--- config.mk ---
export PLATFORM = sky130hd
export DESIGN_NAME = erase_hold_qual
export DESIGN_NICKNAME = d
export VERILOG_FILES = /design/src/rtl/ehq_pkg.sv /design/src/rtl/ehq_sync.sv /design/src/rtl/ehq_hold_cnt.sv /design/src/rtl/erase_hold_qual.sv
export SDC_FILE = /design/constraint.sdc
export NUM_CORES = 1
export LEC_CHECK = 0
export BUFFER_PORTS_ARGS = -buffer_cell sky130_fd_sc_hd__buf_4
export CELL_PAD_IN_SITES_DETAIL_PLACEMENT = 1
export CELL_PAD_IN_SITES_GLOBAL_PLACEMENT = 1
export CORE_AREA = 5 5 63 65
export DETAILED_ROUTE_END_ITERATION = 12
export DIE_AREA = 0 0 68 70
export GPL_TIMING_DRIVEN = 1
export PLACE_DENSITY_LB_ADDON = 0.1
export SETUP_SLACK_MARGIN = 0.05
export SLEW_MARGIN = 0
export SYNTH_ARGS = -nofsm -noshare
export SYNTH_HDL_FRONTEND = slang
export SYNTH_SLANG_ARGS = --single-unit
--- constraint.sdc ---
create_clock -name clk_slow -period 1.84 [get_ports clk_slow]
set_clock_uncertainty 0.05 [all_clocks]
set_input_delay 0.092 -clock clk_slow [delete_from_list [all_inputs] [get_ports clk_slow]]
set_output_delay 0.092 -clock clk_slow [all_outputs]
set_load 0.01 [all_outputs]
--- src/rtl/ehq_pkg.sv ---
package ehq_pkg;
   // Rounds up so that a limit in cycles is never shorter than the time asked for.
   function automatic int unsigned ehq_ms_to_cycles(input int unsigned ms, input int unsigned hz);
      return (ms * hz + 999) / 1000;
   endfunction
endpackage

--- src/rtl/ehq_sync.sv ---
module ehq_sync #(
   parameter int unsigned STAGES = 2
) (
   input  logic clk,
   input  logic rst_n,
   input  logic d_async,
   input  logic preset,
   output logic q_sync
);
   logic [STAGES-1:0] chain;

   generate
      for (genvar i = 0; i < STAGES; i++) begin : g_stage
         if (i == 0) begin : g_first
            always_ff @(posedge clk) begin
               if (!rst_n) chain[0] <= preset;
               else        chain[0] <= d_async;
            end
         end else begin : g_next
            always_ff @(posedge clk) begin
               if (!rst_n) chain[i] <= preset;
               else        chain[i] <= chain[i-1];
            end
         end
      end
   endgenerate

   assign q_sync = chain[STAGES-1];
endmodule

--- src/rtl/ehq_hold_cnt.sv ---
module ehq_hold_cnt #(
   parameter int unsigned LIMIT = 7209,
   localparam int unsigned CW   = $clog2(LIMIT + 1)
) (
   input  logic          clk,
   input  logic          rst_n,
   input  logic          level,
   output logic [CW-1:0] count,
   output logic          fire
);
   localparam logic [CW-1:0] LIM_V = CW'(LIMIT);
   localparam logic [CW-1:0] PRE_V = CW'(LIMIT - 1);

   always_ff @(posedge clk) begin
      if (!rst_n) begin
         count <= '0;
         fire  <= 1'b0;
      end else begin
         fire <= level && (count == PRE_V);
         if (!level)              count <= '0;
         else if (count != LIM_V) count <= count + 1'b1;
      end
   end
endmodule

--- src/rtl/erase_hold_qual.sv ---
module erase_hold_qual #(
   parameter int unsigned SLOW_HZ     = 32768,
   parameter int unsigned SHORT_MS    = 100,
   parameter int unsigned LONG_MS     = 220,
   parameter int unsigned SYNC_STAGES = 2,
   localparam int unsigned SHORT_LIM  = ehq_pkg::ehq_ms_to_cycles(SHORT_MS, SLOW_HZ),
   localparam int unsigned LONG_LIM   = ehq_pkg::ehq_ms_to_cycles(LONG_MS, SLOW_HZ),
   localparam int unsigned CNT_W      = $clog2(LONG_LIM + 1)
) (
   input  logic clk_slow,
   input  logic rst_n,
   input  logic pin_raw,
   input  logic io_mode,
   input  logic boot_level,
   output logic erase_req
);
   generate
      if (SYNC_STAGES < 2) begin : g_bad_sync
         $error("erase_hold_qual: SYNC_STAGES must be at least 2");
      end
      if (LONG_LIM <= SHORT_LIM) begin : g_bad_lim
         $error("erase_hold_qual: long limit must exceed short limit");
      end
   endgenerate

   logic             pin_sync;
   logic             lvl_q;
   logic [CNT_W-1:0] hold_cnt;

   ehq_sync #(.STAGES(SYNC_STAGES)) u_sync (
      .clk     (clk_slow),
      .rst_n   (rst_n),
      .d_async (pin_raw),
      .preset  (boot_level),
      .q_sync  (pin_sync)
   );

   // General-I/O mode masks the pin, so the counter sees a low level.
   assign lvl_q = pin_sync & ~io_mode;

   ehq_hold_cnt #(.LIMIT(LONG_LIM)) u_cnt (
      .clk   (clk_slow),
      .rst_n (rst_n),
      .level (lvl_q),
      .count (hold_cnt),
      .fire  (erase_req)
   );
endmodule

Word level (Yosys, flattened, before mapping)
Index checks and enable logic that the tools add are counted.
{"block": "classes", "n_eq_ne": 2, "bitwise_logic": 2, "n_mux": 2, "reduce_logical": 2, "addsub": 1}
{"operator": "$add A13 B1 Y13 const B", "count": 1}
{"operator": "$eq A13 B13 Y1 const B", "count": 1}
{"operator": "$ne A13 B13 Y1 const B", "count": 1}
{"operator": "$mux W1", "count": 2}
{"operator": "$reduce_and A2 Y1", "count": 1}
{"operator": "$and A1 B1 Y1", "count": 1}
{"operator": "$logic_and A1 B1 Y1", "count": 1}
{"operator": "$not A1 Y1", "count": 1}
{"block": "word_totals", "word_cells": 13, "register_bits": 16}

Longest topological paths before layout
{"block": "logic_depth", "depth_word": 3, "mapped_depth": 5, "mapped_depth_nobuf": 5}

Cells and area by module
From an unflattened synthesis, not the netlist that was laid out.
{"block": "hier_totals", "cells_unflattened": 81, "area_unflattened_um2": 765.7}
{"mod": "ehq_hold_cnt", "seq_area_each_um2": 280.3, "cells_per_inst": 76, "area_per_inst_um2": 689.4, "n_inst": 1}
{"mod": "ehq_sync", "seq_area_each_um2": 40.0, "cells_per_inst": 4, "area_per_inst_um2": 62.6, "n_inst": 1}
{"mod": "erase_hold_qual", "seq_area_each_um2": 0.0, "cells_per_inst": 1, "area_per_inst_um2": 13.8, "n_inst": 1}

Worst setup path before layout
Ideal clock, no wire load.
{"block": "synth_timing", "path_kind": "flip-flop to flip-flop", "start": "register u_cnt.count[0]", "end": "register u_cnt.count[10]", "period_less_slack_ps": 1500, "setup_ps": 70, "arrival_time_ps": 1379, "path_stages_with_launch": 5, "required_ps": 1720, "path_slack_ps": 340, "path_cell_list": "dfxtp_1 > ha_1 > nand3_2 > or4_1 > a21oi_1"}
{"block": "synth_between", "elab_chain_len": 1}
{"element": "from (decl)", "line_no": "ehq_hold_cnt.sv:8", "source": "output logic [CW-1:0] count,"}
{"element": "from (signal assigned)", "line_no": "ehq_hold_cnt.sv:21", "source": "else if (count != LIM_V) count <= count + 1'b1;"}
{"element": "$add A13 B1 Y13 / $ne A13 B13 Y1 (equally long branches)", "line_no": "ehq_hold_cnt.sv:21"}
Parallel ways exist; a longest one is shown, timed or not.
A chain may end at the register's enable or synchronous reset.

Worst setup path after layout
{"block": "layout_timing", "start": "register u_cnt.count[1]", "end": "register u_cnt.count[10]"}
Same word-level chain as after synthesis.

==> impl_summary.log <==
[metrics] Worst Hold Path Cells: 3
[metrics] RePlAce Congestion: 0.643
[metrics] average cell area after synthesis: 9.17 um^2
[metrics] Setup Total Neg Slack: 0 ns
[metrics] Synth Net Count: 94
[metrics] total of flip-flops plus latches after synthesis: 16
[metrics] floorplan die area: 4760 um^2
[metrics] length in cells of the worst reg-to-reg path: 4
[metrics] Overflow after GRT: 0
[metrics] violation count after the first detailed-routing iteration: 16
[metrics] kind of end point of the critical path: flop
[metrics] relative area change from synthesis to final layout: 21.1%
[metrics] static leakage: 0.314 nW
[metrics] clock slew at the register clock pins of the worst setup and hold paths: 0.10 ns
[metrics] Ports: 6
[metrics] startpoint of the tightest hold check path: rst_n
[metrics] ratio of cells with drive above 1 in the final layout: 15.3%
[metrics] number of antenna violations at the first check in global routing: 0
[metrics] CTS HTree Levels: 1
[metrics] source-to-sink clock delay at the later pin of the worst-skew pair: 0.28 ns
[metrics] max frequency: 0.606 GHz
[metrics] count of final setup violators: 0
[metrics] total power: 0.575 mW
[metrics] total via count in the routed design: 667
[metrics] DRT Wirelength: 1.82 mm
[metrics] horizontal die dimension: 68 um
[metrics] period utilisation layout: 89.6%
[metrics] endpoint of the worst hold-timing path: u_sync.chain[0]
[metrics] detail-routed via count per cell: 4.63
[metrics] buffers inserted by post-CTS timing repair: 0
[metrics] worst-case vdd ir drop: 0.000208 V
[metrics] total of warnings raised by yosys: 0
[metrics] Die Y-Extent: 70 um
[metrics] root buffer cell: clkbuf_4
[metrics] run status: finished, final reports clean
[metrics] overall global routing resource usage: 9.11%
[metrics] Max-Cap Viols: 0
[metrics] std cell rows: 21
[metrics] number of distinct library cell variants in the gate-level netlist after synthesis: 29
[metrics] power per standard cell area: 602 nW/um^2
[metrics] number of routed nets with antenna violations: 0
[metrics] effective utilization at floorplan: 24.0%
[metrics] area of the core: 3280 um^2
[metrics] Hold Vio Cnt, Final: 0
[metrics] detailed-route DRC error count: 0
[metrics] path category of the worst min-delay check: in -> reg
[metrics] reg-to-reg critical path endpoint: u_cnt.count[10]
[metrics] clock sink count: 16
[metrics] Tightest Pin Transition: 0.262 ns
[metrics] minimum clock period after layout: 1.65 ns
[metrics] Reg2Reg Setup Slack: 0.19 ns
[metrics] number of buffers added by the clock tree synthesis step: 3
[metrics] detailed placer's ending HPWL: 1.31 mm
[metrics] number of nets at the end of the flow: 108
[metrics] post-synthesis instance area: 788 um^2
[metrics] fraction of the yosys area taken by sequential cells: 40.6%
[metrics] worst relative slew slack: 82.5%
[metrics] IO buf count: 5
[metrics] CTS tree: done
[metrics] startpoint types: flop
[metrics] worst-path fanout max: 9
[metrics] max-slew violation count: 0
[metrics] maximum clock path buffer count: 2
[metrics] DRT Pass-1 Iters: 2
[metrics] antenna cells: 0
[metrics] R2R Path Start: u_cnt.count[1]
[metrics] wire length of the first global-routing pass: 3.26 mm
[metrics] data arrival time of the critical path: 1.82 ns
[metrics] setup repair after global routing missed its margin: no
[metrics] via count of the first global-routing pass: 709
[metrics] critical path start-end classification: reg -> reg
[metrics] worst endpoint required time: 2.01 ns
[metrics] Gate Count Post-Synth: 86
[metrics] largest net degree at the start of global routing: 11
[metrics] average wire per cell in the routed design: 12.7 um
[layout make-up]
type	count	area, um^2
sequential	16	322
multi-input combinational	64	445
fill	402	2330
clock buffer	3	22.5
inverter	4	15.0
timing repair buffer	11	92.6
tap	46	57.6
[power by group]
group | internal, mW | switching [mW]
Clock | 0.0760 | 0.112
Sequential | 0.351 | 0.00293
Combinational | 0.0189 | 0.0135
[cell usage in the layout, fill, tap and decap left out, types with 2 or more instances in the layout]
cell,count
or4_1,5
nand2_1,11
or3_1,4
mux2i_1,2
clkbuf_4,3
o31ai_1,4
dlygate4sd3_1,4
ha_1,3
a21oi_1,8
nor2_1,3
o21ai_0,4
inv_1,4
dfxtp_1,15
nand3b_1,3
buf_4,7
nand3_1,3
[stage by stage]
step / util (%) / std cells / hold slack [ns] / setup slack, ns / area (um^2)
after floorplan: - / 86 / 0.148 / 0.340 / 788
after global placement: 27.1 / 137 / 0.243 / 0.250 / 891
after detailed placement: 27.1 / 137 / 0.252 / 0.177 / 891
after CTS: 29.0 / 144 / 0.0556 / 0.134 / 953
after global routing: 29.1 / 144 / 0.0844 / 0.0652 / 955
final: 29.1 / 144 / 0.0651 / 0.191 / 955
[flip-flops by register name, summed over array words and instances (netlist names)]
register and flops:
u_sync.chain 1, u_cnt.count 13, u_cnt.fire 1, u_sync.q_sync 1
[critical path, stage by stage (launching register included)]
cell and delay [ns]:
dfxtp_1 0.41, ha_1 0.22, nand3_2 0.18, or4_1 0.55
a21oi_1 0.17
[Yosys cell counts]
cell type   n  area share, %
clkbuf_1    1           0.48
nand2_1    11            5.2
and3b_1     1            1.1
nand3_2     1            1.3
dfxtp_1    16             41
nand3_1     3            1.9
or4_1       5            4.8
nand4bb_1   1            1.4
nand4_2     1            1.6
nor2_1      3            1.4
buf_1       1           0.48
xnor2_1     1            1.1
nor4b_2     1            1.9
o21ai_1     1           0.63
or3_1       4            3.2
nand3b_1    3            2.9
nand2b_1    1           0.79
nand4b_1    1            1.1
a21oi_1     8            5.1
nand4_1     1           0.79
xor2_1      1            1.1
inv_1       4            1.9
o31ai_1     4            3.8
and4bb_1    1            1.6
mux2i_1     2            2.5
o21ai_0     4            2.5
nand4_4     1            2.7
nor4bb_1    1            1.3
ha_1        3            4.8
[per-layer routing]
| layer | track usage [%] | routed length (um) | up-vias |
|---|---|---|---|
| met3 | 3.37 | 43 | 2 |
| met5 | 0 | 0 | - |
| met1 | 11.1 | 908 | 317 |
| li1 | - | - | 345 |
| met2 | 14.3 | 853 | 3 |
| met4 | 3.31 | 19 | 0 |
[cell families after synthesis]
family,share of synthesized area [%]
compound gates,12.1
xor+xnor,2.22
fa+ha+maj,4.76
buf+inv,2.86
flops,40.6
mux,2.54
simple gates,34.9
[repair_timing]
item                                   in CTS  in global routing
hold buffers                                4                  0
resized for setup                           0                  1
setup endpoints to repair                   0                  1
endpoints found under the hold margin       2                  0
[how the worst max path moves through the flow]
stage	slack, ns	cells after the start	start	end
after floorplan	0.34	4	u_cnt.count[0]	u_cnt.count[10]
after global placement	0.25	4	u_cnt.count[0]	u_cnt.count[12]
after detailed placement	0.18	4	u_cnt.count[0]	u_cnt.count[10]
after CTS	0.13	4	u_cnt.count[0]	u_cnt.count[10]
after global routing	0.07	4	u_cnt.count[1]	u_cnt.count[10]
final	0.19	4	u_cnt.count[1]	u_cnt.count[10]
No activity file was read; power rests on OpenSTA's default activity.
